<file path="config.mk">
export PLATFORM = sky130hd
export DESIGN_NAME = flash_burst_prog
export DESIGN_NICKNAME = d
export VERILOG_FILES = /design/src/rtl/fbp_pkg.sv /design/src/rtl/fbp_regs.sv /design/src/rtl/fbp_progmap.sv /design/src/rtl/fbp_seq.sv /design/src/rtl/flash_burst_prog.sv
export SDC_FILE = /design/constraint.sdc
export NUM_CORES = 1
export LEC_CHECK = 0
export ABC_AREA = 0
export BUFFER_PORTS_ARGS = -buffer_cell sky130_fd_sc_hd__clkbuf_2
export CORE_ASPECT_RATIO = 1.2
export CORE_MARGIN = 1
export CORE_UTILIZATION = 64
export CTS_BUF_LIST = sky130_fd_sc_hd__clkbuf_2
export DETAILED_ROUTE_END_ITERATION = 16
export HOLD_SLACK_MARGIN = 0.05
export PLACE_DENSITY_LB_ADDON = 0.12
export SETUP_SLACK_MARGIN = 0.1
export SYNTH_ARGS = -nofsm -noshare
export SYNTH_HDL_FRONTEND = slang
export SYNTH_SLANG_ARGS = --single-unit
</file>
<file path="constraint.sdc">
create_clock -name clk -period 4.5 [get_ports clk]
set_input_delay 1.35 -clock clk [delete_from_list [all_inputs] [get_ports clk]]
set_output_delay 1.35 -clock clk [all_outputs]
set_load 0.02 [all_outputs]
</file>
<file path="src/rtl/fbp_pkg.sv">
package fbp_pkg;
  localparam int OP_W      = 4;
  localparam logic [OP_W-1:0] OP_BURST = 4'h2;
  localparam int BIT_LVERR = 12;
  localparam int BIT_WERR  = 13;
  localparam int BIT_WEN   = 14;
  localparam int BIT_BUSY  = 15;
  localparam int IDX_CTRL  = 0;
  localparam int IDX_ADDR  = 1;
  localparam int IDX_DATA0 = 2;

  typedef enum logic [1:0] {
    ST_IDLE  = 2'd0,
    ST_CHECK = 2'd1,
    ST_WRITE = 2'd2
  } seq_state_e;
endpackage

</file>
<file path="src/rtl/fbp_regs.sv">
module fbp_regs
  import fbp_pkg::*;
#(
  parameter int ADDR_W      = 10,
  parameter int DATA_W      = 32,
  parameter int GROUP_WORDS = 8,
  parameter int RIDX_W      = 4
) (
  input  logic                          clk,
  input  logic                          rst,
  input  logic                          bus_we,
  input  logic                          bus_re,
  input  logic [RIDX_W-1:0]             bus_addr,
  input  logic [DATA_W-1:0]             bus_wdata,
  output logic [DATA_W-1:0]             bus_rdata,
  input  logic                          busy,
  input  logic                          werr,
  input  logic                          lverr,
  output logic                          start,
  output logic [ADDR_W-1:0]             addr_q,
  output logic [GROUP_WORDS*DATA_W-1:0] data_flat
);
  localparam logic [RIDX_W-1:0] CTRL_IX = RIDX_W'(IDX_CTRL);
  localparam logic [RIDX_W-1:0] ADDR_IX = RIDX_W'(IDX_ADDR);

  logic              wr_ok;
  logic [OP_W-1:0]   op_q;
  logic              wen_q;
  logic [DATA_W-1:0] stage_q [GROUP_WORDS];
  logic [DATA_W-1:0] ctrl_v;
  logic [DATA_W-1:0] rd_v;

  assign wr_ok = bus_we && !busy;

  // burst launches only from a previously stored enable
  assign start = wr_ok && (bus_addr == CTRL_IX) && bus_wdata[BIT_BUSY]
                 && wen_q && (bus_wdata[OP_W-1:0] == OP_BURST);

  always_ff @(posedge clk) begin
    if (rst) begin
      op_q   <= '0;
      wen_q  <= 1'b0;
      addr_q <= '0;
    end else if (wr_ok) begin
      if (bus_addr == CTRL_IX) begin
        op_q  <= bus_wdata[OP_W-1:0];
        wen_q <= bus_wdata[BIT_WEN];
      end
      if (bus_addr == ADDR_IX) begin
        addr_q <= bus_wdata[ADDR_W-1:0];
      end
    end
  end

  for (genvar k = 0; k < GROUP_WORDS; k++) begin : g_stage
    always_ff @(posedge clk) begin
      if (rst) begin
        stage_q[k] <= '0;
      end else if (wr_ok && bus_addr == RIDX_W'(IDX_DATA0 + k)) begin
        stage_q[k] <= bus_wdata;
      end
    end
    assign data_flat[k*DATA_W +: DATA_W] = stage_q[k];
  end

  always_comb begin
    ctrl_v              = '0;
    ctrl_v[OP_W-1:0]    = op_q;
    ctrl_v[BIT_LVERR]   = lverr;
    ctrl_v[BIT_WERR]    = werr;
    ctrl_v[BIT_WEN]     = wen_q;
    ctrl_v[BIT_BUSY]    = busy;
  end

  always_comb begin
    rd_v = '0;
    if (bus_addr == CTRL_IX) rd_v = ctrl_v;
    if (bus_addr == ADDR_IX) rd_v = DATA_W'(addr_q);
    for (int k = 0; k < GROUP_WORDS; k++) begin
      if (bus_addr == RIDX_W'(IDX_DATA0 + k)) rd_v = stage_q[k];
    end
  end

  always_ff @(posedge clk) begin
    if (rst) begin
      bus_rdata <= '0;
    end else if (bus_re) begin
      bus_rdata <= rd_v;
    end
  end
endmodule

</file>
<file path="src/rtl/fbp_progmap.sv">
module fbp_progmap #(
  parameter int NWORDS      = 256,
  parameter int GROUP_WORDS = 8,
  parameter int GRP_W       = 5,
  parameter int WIDX_W      = 8
) (
  input  logic              clk,
  input  logic              rst,
  input  logic              erase_all,
  input  logic              mark_en,
  input  logic [WIDX_W-1:0] mark_idx,
  input  logic [GRP_W-1:0]  grp_sel,
  output logic              grp_used
);
  logic [NWORDS-1:0] done_q;

  always_ff @(posedge clk) begin
    if (rst || erase_all) begin
      done_q <= '0;
    end else if (mark_en) begin
      done_q[mark_idx] <= 1'b1;
    end
  end

  assign grp_used = |done_q[grp_sel*GROUP_WORDS +: GROUP_WORDS];
endmodule

</file>
<file path="src/rtl/fbp_seq.sv">
module fbp_seq
  import fbp_pkg::*;
#(
  parameter int ADDR_W      = 10,
  parameter int DATA_W      = 32,
  parameter int GROUP_WORDS = 8,
  parameter int WIDX_W      = 8
) (
  input  logic                          clk,
  input  logic                          rst,
  input  logic                          start,
  input  logic [ADDR_W-1:0]             base_addr,
  input  logic [GROUP_WORDS*DATA_W-1:0] data_flat,
  input  logic                          page_locked,
  input  logic                          grp_used,
  input  logic                          lv_in,
  input  logic                          mem_rdy,
  output logic                          mem_we,
  output logic [ADDR_W-1:0]             mem_addr,
  output logic [DATA_W-1:0]             mem_wdata,
  output logic                          busy,
  output logic                          werr,
  output logic                          lverr,
  output logic                          mark_en,
  output logic [WIDX_W-1:0]             mark_idx
);
  localparam int IDX_W      = (GROUP_WORDS > 1) ? $clog2(GROUP_WORDS) : 1;
  localparam int WORD_BYTES = DATA_W / 8;
  localparam int WORD_LSB   = $clog2(WORD_BYTES);
  localparam logic [ADDR_W-1:0] STEP = ADDR_W'(WORD_BYTES);
  localparam logic [IDX_W-1:0]  LAST = IDX_W'(GROUP_WORDS - 1);

  seq_state_e       st_q;
  logic [IDX_W-1:0] idx_q;
  logic [IDX_W-1:0] idx_nx;
  logic             take;

  assign idx_nx   = idx_q + 1'b1;
  assign take     = (st_q == ST_WRITE) && mem_rdy && !lv_in;
  assign mark_en  = take;
  assign mark_idx = mem_addr[ADDR_W-1:WORD_LSB];

  always_ff @(posedge clk) begin
    if (rst) begin
      st_q      <= ST_IDLE;
      busy      <= 1'b0;
      werr      <= 1'b0;
      lverr     <= 1'b0;
      mem_we    <= 1'b0;
      mem_addr  <= '0;
      mem_wdata <= '0;
      idx_q     <= '0;
    end else begin
      case (st_q)
        ST_IDLE: begin
          if (start) begin
            busy  <= 1'b1;
            werr  <= 1'b0;
            lverr <= 1'b0;
            st_q  <= ST_CHECK;
          end
        end
        ST_CHECK: begin
          if (lv_in) begin
            lverr <= 1'b1;
            busy  <= 1'b0;
            st_q  <= ST_IDLE;
          end else if (page_locked || grp_used) begin
            werr <= 1'b1;
            busy <= 1'b0;
            st_q <= ST_IDLE;
          end else begin
            mem_we    <= 1'b1;
            mem_addr  <= base_addr;
            mem_wdata <= data_flat[0 +: DATA_W];
            idx_q     <= '0;
            st_q      <= ST_WRITE;
          end
        end
        ST_WRITE: begin
          if (lv_in) begin
            lverr  <= 1'b1;
            busy   <= 1'b0;
            mem_we <= 1'b0;
            st_q   <= ST_IDLE;
          end else if (mem_rdy) begin
            if (idx_q == LAST) begin
              mem_we <= 1'b0;
              busy   <= 1'b0;
              st_q   <= ST_IDLE;
            end else begin
              idx_q     <= idx_nx;
              mem_addr  <= mem_addr + STEP;
              mem_wdata <= data_flat[idx_nx*DATA_W +: DATA_W];
            end
          end
        end
        default: st_q <= ST_IDLE;
      endcase
    end
  end
endmodule

</file>
<file path="src/rtl/flash_burst_prog.sv">
module flash_burst_prog
  import fbp_pkg::*;
#(
  parameter int ADDR_W      = 10,
  parameter int DATA_W      = 32,
  parameter int GROUP_WORDS = 8,
  parameter int PAGE_BYTES  = 128,
  parameter int RIDX_W      = 4
) (
  input  logic                                        clk,
  input  logic                                        rst,
  input  logic                                        bus_we,
  input  logic                                        bus_re,
  input  logic [RIDX_W-1:0]                           bus_addr,
  input  logic [DATA_W-1:0]                           bus_wdata,
  output logic [DATA_W-1:0]                           bus_rdata,
  input  logic [(1<<(ADDR_W-$clog2(PAGE_BYTES)))-1:0] wp_mask,
  input  logic                                        lv_in,
  input  logic                                        erase_all,
  output logic                                        mem_we,
  output logic [ADDR_W-1:0]                           mem_addr,
  output logic [DATA_W-1:0]                           mem_wdata,
  input  logic                                        mem_rdy
);
  localparam int WORD_LSB = $clog2(DATA_W / 8);
  localparam int GLSB     = WORD_LSB + $clog2(GROUP_WORDS);
  localparam int PAGE_LSB = $clog2(PAGE_BYTES);
  localparam int GRP_W    = ADDR_W - GLSB;
  localparam int WIDX_W   = ADDR_W - WORD_LSB;
  localparam int NWORDS   = 1 << WIDX_W;

  logic                          start_w;
  logic                          busy_w;
  logic                          werr_w;
  logic                          lverr_w;
  logic [ADDR_W-1:0]             addr_w;
  logic [ADDR_W-1:0]             base_w;
  logic [GROUP_WORDS*DATA_W-1:0] data_w;
  logic                          locked_w;
  logic                          used_w;
  logic                          mark_en_w;
  logic [WIDX_W-1:0]             mark_idx_w;

  assign base_w   = {addr_w[ADDR_W-1:GLSB], {GLSB{1'b0}}};
  assign locked_w = wp_mask[addr_w[ADDR_W-1:PAGE_LSB]];

  fbp_regs #(
    .ADDR_W(ADDR_W), .DATA_W(DATA_W),
    .GROUP_WORDS(GROUP_WORDS), .RIDX_W(RIDX_W)
  ) u_regs (
    .clk(clk), .rst(rst),
    .bus_we(bus_we), .bus_re(bus_re), .bus_addr(bus_addr),
    .bus_wdata(bus_wdata), .bus_rdata(bus_rdata),
    .busy(busy_w), .werr(werr_w), .lverr(lverr_w),
    .start(start_w), .addr_q(addr_w), .data_flat(data_w)
  );

  fbp_progmap #(
    .NWORDS(NWORDS), .GROUP_WORDS(GROUP_WORDS),
    .GRP_W(GRP_W), .WIDX_W(WIDX_W)
  ) u_map (
    .clk(clk), .rst(rst), .erase_all(erase_all),
    .mark_en(mark_en_w), .mark_idx(mark_idx_w),
    .grp_sel(addr_w[ADDR_W-1:GLSB]), .grp_used(used_w)
  );

  fbp_seq #(
    .ADDR_W(ADDR_W), .DATA_W(DATA_W),
    .GROUP_WORDS(GROUP_WORDS), .WIDX_W(WIDX_W)
  ) u_seq (
    .clk(clk), .rst(rst), .start(start_w),
    .base_addr(base_w), .data_flat(data_w),
    .page_locked(locked_w), .grp_used(used_w),
    .lv_in(lv_in), .mem_rdy(mem_rdy),
    .mem_we(mem_we), .mem_addr(mem_addr), .mem_wdata(mem_wdata),
    .busy(busy_w), .werr(werr_w), .lverr(lverr_w),
    .mark_en(mark_en_w), .mark_idx(mark_idx_w)
  );
endmodule

</file>
==> metrics.yaml, run 1 <==
run_status: "complete, no violations"
yosys_warnings: 0
dieArea_um2: 41600
wire_per_inst_um: 23.0
dp_hpwl_mm: 48.4
hp-class: "register to register"
drt_iter0_markers: 2318
fin_nets: 2703
rows: 80
worstSetupEndpointType: "register"
nFillCells: 3020
cts_buffers: 147
clkLatencyLatePin_ns: 1.17
worstPathMaxFanout: 19
gp_congestion: 0.906
ys_ff_latch: 608
tightestPinTransition_ns: 1.20
mostFrequentLayoutCells: "clkbuf_2, dfxtp_1, nor2_1"
max_freq_mhz: 276
syn_avg_cell_area_um2: 10.5
wirelength_mm: 75.8
regArea_um2: 14700
min_period_ns: 3.63
port_buffers: 123
overflow: 0
first_pass_iters: 8
synth_edf_count: 256
grt_pass1_wl_mm: 116
place_area_um2: 27500
finalSetupViolCount: 0
cts_tree: "built"
synth_cells: 2490
fin_area_um2: 28800
antenna_found_initial: 5
drv_slew: 0
worstPathArrival_ns: 4.67
syn2layout_area_growth_pct: 10.4
grt_use_total: 0.365
synthDistinctLibCells: 59
fp.dieH_um: 223
final-hold-violation-count: 0
rsz0062_at_grt: "false"
postRouteAntennaNets: 0
drive_above_1_share: 0.199
pwr_density_cell_nw_per_um2: 350
ctsResizeCount: 0
relSlewSlack: 0.197
vias: 21000
p_leak_nw: 10.9
vias_per_cell: 6.38
skew_ns: 0.0665
postCtsSetupBuffers: 0
initial_core_util: 0.652
worst_setup_path_start_kind: "register"
pin_count: 126
clk_path_buf_depth: 3
tns_ns: 0
async_flop_share: 0
cts_hold_buf: 0
multiInputGateArea_um2: 10600
maxCapViolations: 0
fp.dieW_um: 186
clk_pin_slew_ns: 0.09
final_common_cell: "clkbuf_2"
cts.sinks: 608
drc: 0
ctsHtreeMaxLevel: 4
grt_pass1_vias: 20900
root_buffer: "clkbuf_2"
syn_area_um2: 26100
core-area_um2: 40000
yosysSeqAreaShare: 0.564
ir_worst_vdd_mv: 0.247
required_ns: 5.54
grt_max_degree: 62
synthFlopType: "dfxtp_1"
critical_path_class: "register to register"
fin_crit_sh: 0.806
==> layer usage <==
layer,track usage,vias to the layer above,wire length (µm)
li1,-,9411,-
met1,0.427,10100,27200
met2,0.616,1239,37100
met3,0.0780,270,7480
met4,0.223,8,3940
met5,0,-,48
==> cell type report <==
class / instances / share of cell area
Multi-Input combinational cell: 1666 / 0.369
Clock inverter: 38 / 0.00712
Antenna cell: 1 / 0.0000868
Inverter: 9 / 0.00117
Tap cell: 533 / 0.0231
Timing Repair Buffer: 210 / 0.0488
Sequential cell: 608 / 0.511
Clock buffer: 229 / 0.0398
==> power breakdown <==
part,leakage [nW],internal (mW),switching [mW]
Clock,1.05,1.46,2.18
Sequential,5.50,5.85,0.0715
Combinational,4.31,0.164,0.357
==> Yosys cell counts, drive strengths merged (7+ instances only) <==
cell type	n	area, µm²
a211oi	7	52.6
mux4	67	1510
o21ai	19	95.1
nor2	345	1290
clkbuf	174	653
and3	34	213
nor4	47	300
edfxtp	256	7690
nand2	172	646
nor4b	9	91.3
a21oi	297	1490
and2	260	1630
inv	9	33.8
a311oi	11	96.3
a31oi	29	181
a22oi	45	338
a222oi	44	440
mux2i	74	741
o211ai	34	255
nor3	48	240
dfxtp	352	7050
nand2b	9	56.3
nand3	39	195
ha	10	125
nor2b	9	56.3
buf	34	191
==> cells by family (layout without fill, tap and decap cells) <==
family / after synthesis / count (layout) / share of synthesized area
flip-flops: 608 / 608 / 0.564
adder cells (fa/ha/maj): 10 / 10 / 0.00479
multiplexers: 142 / 142 / 0.0866
AND/OR/NAND/NOR: 1001 / 1001 / 0.189
AO/OA/AOI/OAI: 511 / 511 / 0.121
buffers and inverters: 217 / 486 / 0.0336
other: 1 / 3 / 0.000144
==> path summary, 6_finish.rpt <==
check | slack, ns | depth (start not counted) | startpoint | endpoint
max | 0.87 | 9 | u_regs.addr_q[6] | u_seq.mem_wdata[13]
min | 0.46 | 2 | u_regs.op_q[1] | u_regs.op_q[1]
max reg2reg | 0.87 | 9 | u_regs.addr_q[6] | u_seq.mem_wdata[13]
min reg2reg | 0.46 | 2 | u_regs.op_q[1] | u_regs.op_q[1]
==> flip-flops by register name (all words and copies together) (netlist names), 2 cells and up <==
signal            flops
u_regs.stage_q      256
u_seq.mem_addr        8
u_seq.idx_q           3
u_seq.st_q            2
u_seq.mem_wdata      32
u_map.done_q        256
u_regs.op_q           4
u_regs.bus_rdata     32
u_regs.addr_q        10
==> critical path, stage by stage (launching register included) <==
cell	delay, ns
dfxtp_1	0.80
buf_4	0.27
nor3_1	0.06
a22oi_1	0.22
o311ai_1	0.18
o31ai_1	0.61
o31a_1	0.39
a21o_2	0.56
buf_12	0.26
mux2i_1	0.20
==> through the flow <==
stage	cells	utilization	hold WS, ns	power [mW]	setup WS [ns]
4_1_cts	3293	0.720	0.458	10.1	0.977
3_5_place_dp	3026	0.686	0.446	6.55	0.610
6_report	3294	0.720	0.461	10.1	0.872
5_1_grt	3294	0.720	0.478	10.5	0.791
2_1_floorplan	2491	-	0.428	6.31	0.724
3_3_place_gp	3026	0.686	0.440	6.53	0.674
(Power assumes the default switching activity.)
==> run 2: changes to the inputs <==
--- a/config.mk
+++ b/config.mk
@@ -9,7 +9,7 @@
 export BUFFER_PORTS_ARGS = -buffer_cell sky130_fd_sc_hd__clkbuf_2
 export CORE_ASPECT_RATIO = 1.2
 export CORE_MARGIN = 1
-export CORE_UTILIZATION = 64
+export CORE_UTILIZATION = 57
 export CTS_BUF_LIST = sky130_fd_sc_hd__clkbuf_2
 export DETAILED_ROUTE_END_ITERATION = 16
 export HOLD_SLACK_MARGIN = 0.05
==> constraint.sdc (replaced) <==
create_clock -name clk -period 3.2 [get_ports clk]
set_input_delay 0.96 -clock clk [delete_from_list [all_inputs] [get_ports clk]]
set_output_delay 0.96 -clock clk [all_outputs]
set_load 0.02 [all_outputs]
==> run 2 against run 1 <==
  * Routed wire length up 2.3%
  * Clock-buffer cell count down 9
  * Cell count up 3.3%
  * First-iteration DRC count is 17% higher
  * Global-route usage decreased by 2.9 points
  * Worst setup slack got worse by 0.70 ns
  * Register-to-register slack got worse by 0.63 ns
  * Critical path type is now register to output pin
  * Largest cell class unchanged
==> metrics.yaml, run 2 (synthesized netlist as in run 1, its figures left out) <==
run_status: "complete, no violations"
pwr_density_cell_nw_per_um2: 482  # +38%
tns_ns: 0  # unchanged
rows: 85  # +6.3%
grt_pass1_vias: 21000  # +0.65%
mostFrequentLayoutCells: "dfxtp_1, clkbuf_2, nor2_1"
reg_top3: "u_map.done_q: 256 flops, u_regs.stage_q: 256 flops"
whs_ns: 0.119  # -0.342 ns
final_common_cell: "dfxtp_1"
dp_hpwl_mm: 48.5  # +0.23%
path_cells: "clkbuf_2"
drv_slew: 0  # unchanged
drt_iter0_markers: 2721  # +17%
dieArea_um2: 46700  # +12%
vias: 21100  # +0.52%
clk_path_buf_depth: 3  # unchanged
gp_congestion: 0.912  # +0.70%
worstPathArrival_ns: 2.07  # -2.60 ns
vias_per_cell: 6.21  # -2.7%
finalSetupViolCount: 0  # unchanged
grt_max_degree: 103  # +66%
r2r_end: "u_seq.st_q[1]"
fp.dieH_um: 236  # +5.9%
ctsHtreeMaxLevel: 4  # unchanged
combPwrFrac: 0.053  # about the same
max_stage_delay_ns: 0.65  # -0.15 ns
critical_path.slowest_cell: "dfxtp_1"
postCtsSetupBuffers: 0  # unchanged
grt_use_total: 0.336  # -0.0286
holdPathEnd: "u_regs.wen_q"
maxCapViolations: 0  # unchanged
critPathTopFamily: "flip-flops"
drive_above_1_share: 0.213  # +0.0142
critical_path_class: "register to output pin"
skew_ns: 0.0911  # +0.0246 ns
wire_per_inst_um: 22.8  # -0.94%
utilization: 0.656  # -0.0635
ir_worst_vdd_mv: 0.266  # +7.7%
pwr-share-seq: 0.585  # -0.003
antenna_found_initial: 2  # -3
hold_depth: 3  # +1
min_period_ns: 3.03
worstSetupEndpointType: "output pin"
hp-class: "input pin to register"
fin_nets: 2752  # +1.8%
final-hold-violation-count: 0  # unchanged
fin_crit_sh: 0.947
hold_start: "bus_wdata[14]"
swShare: 0.255  # -0.00405
tightestPinTransition_ns: 1.10  # -0.0981 ns
critPathBufInv: 1  # -1
internal_power_mw: 10.6  # +42%
postRouteAntennaNets: 0  # unchanged
syn2layout_area_growth_pct: 13.1
crit-reg2reg-launch: "u_regs.addr_q[5]"
worstPathMaxFanout: 10  # -9
p_clk_frac: 0.362  # about the same
max_freq_mhz: 330
crit_start: "u_seq.mem_addr[7]"
overflow: 0  # unchanged
power_switching_mw: 3.63  # +39%
drc: 0  # unchanged
required_ns: 2.24  # -3.30 ns
worst_setup_path_start_kind: "register"
initial_core_util: 0.581  # -0.0718
wirelength_mm: 77.6  # +2.3%
core-area_um2: 45000  # +12%
port_buffers: 123  # unchanged
rsz0062_at_grt: "true"
clk_pin_slew_ns: 0.11  # +0.02 ns
place_inst: 3144  # +3.9%
r2r_cells: 9  # unchanged
fp.dieW_um: 197  # +5.9%
pin_count: 126  # unchanged
relSlewSlack: 0.262  # +0.0656
p_leak_nw: 11.1  # +2.6%
grt_pass1_wl_mm: 119  # +2.4%
r2r_slack_ns: 0.24  # -0.63 ns
cts_tree: "built"
nFillCells: 3638  # +20%
cts.sinks: 608  # unchanged
fin_cells: 3403  # +3.3%
cts_buffers: 148  # +0.68%
clkLatencyLatePin_ns: 1.21  # +0.04 ns
first_pass_iters: 10  # +2
root_buffer: "clkbuf_2"
## run 2: per-stage QoR
step / power [mW] / worst slack [ns] / instance area (µm²)
6_report: 14.2 / 0.171 / 29500
5_1_grt: 14.8 / 0.0512 / 29500
4_1_cts: 14.3 / 0.107 / 29500
3_5_place_dp: 9.24 / -0.00754 / 28100
3_3_place_gp: 9.22 / -0.00532 / 28100
2_1_floorplan: 8.88 / 0.122 / 26100
## run 2: repair_timing
item | in CTS | in global routing
gates resized for setup | 1 | 3
endpoints found under the setup margin | 1 | 42
hold buffers | 6 | 0
endpoints found under the hold margin | 7 | 0
## run 2: tightest hold or removal path, delay by kind of cell
kind | cells | cell delay, ns
AND/OR/NAND/NOR | 1 | 0.10
buffers and inverters | 1 | 0.15
AO/OA/AOI/OAI | 1 | 0.06
## run 2: final cells by class
type	instances	area (µm²)	area share
clock inverter	31	225	0.00763
clock buffer	220	1100	0.0373
tap	609	762	0.0258
sequential	608	14700	0.499
antenna	2	5.00	0.000170
multi-input combinational	1666	10600	0.361
timing repair buffer	258	2010	0.0680
inverter	9	35.0	0.00119
## run 2: metal layers
| layer | GRT usage | vias up | routed length, µm |
|---|---|---|---|
| met4 | 0.186 | 2 | 3700 |
| met3 | 0.0611 | 279 | 7540 |
| met2 | 0.553 | 1254 | 37500 |
| li1 | - | 9506 | - |
| met5 | 0 | - | 8 |
| met1 | 0.419 | 10100 | 28900 |
## run 2: how the worst max path moves through the flow
stage,cells after the start,slack [ns],end
floorplan,5,0.12,u_regs.stage_q[0][100]
CTS,1,0.11,mem_addr[4]
finish,1,0.17,mem_addr[7]
global placement,7,-0.005,u_seq.st_q[1]
detailed placement,7,-0.008,u_seq.st_q[1]
global route,9,0.05,u_seq.st_q[1]
## run 2: power groups by stage
stage / Sequential [mW] / Clock (mW) / Combinational, mW
4_1_cts: 8.32 / 5.25 / 0.747
6_report: 8.33 / 5.15 / 0.757
5_1_grt: 8.34 / 5.65 / 0.797
2_1_floorplan: 8.50 / 0 / 0.379
3_3_place_gp: 8.49 / 0 / 0.728
3_5_place_dp: 8.50 / 0 / 0.738
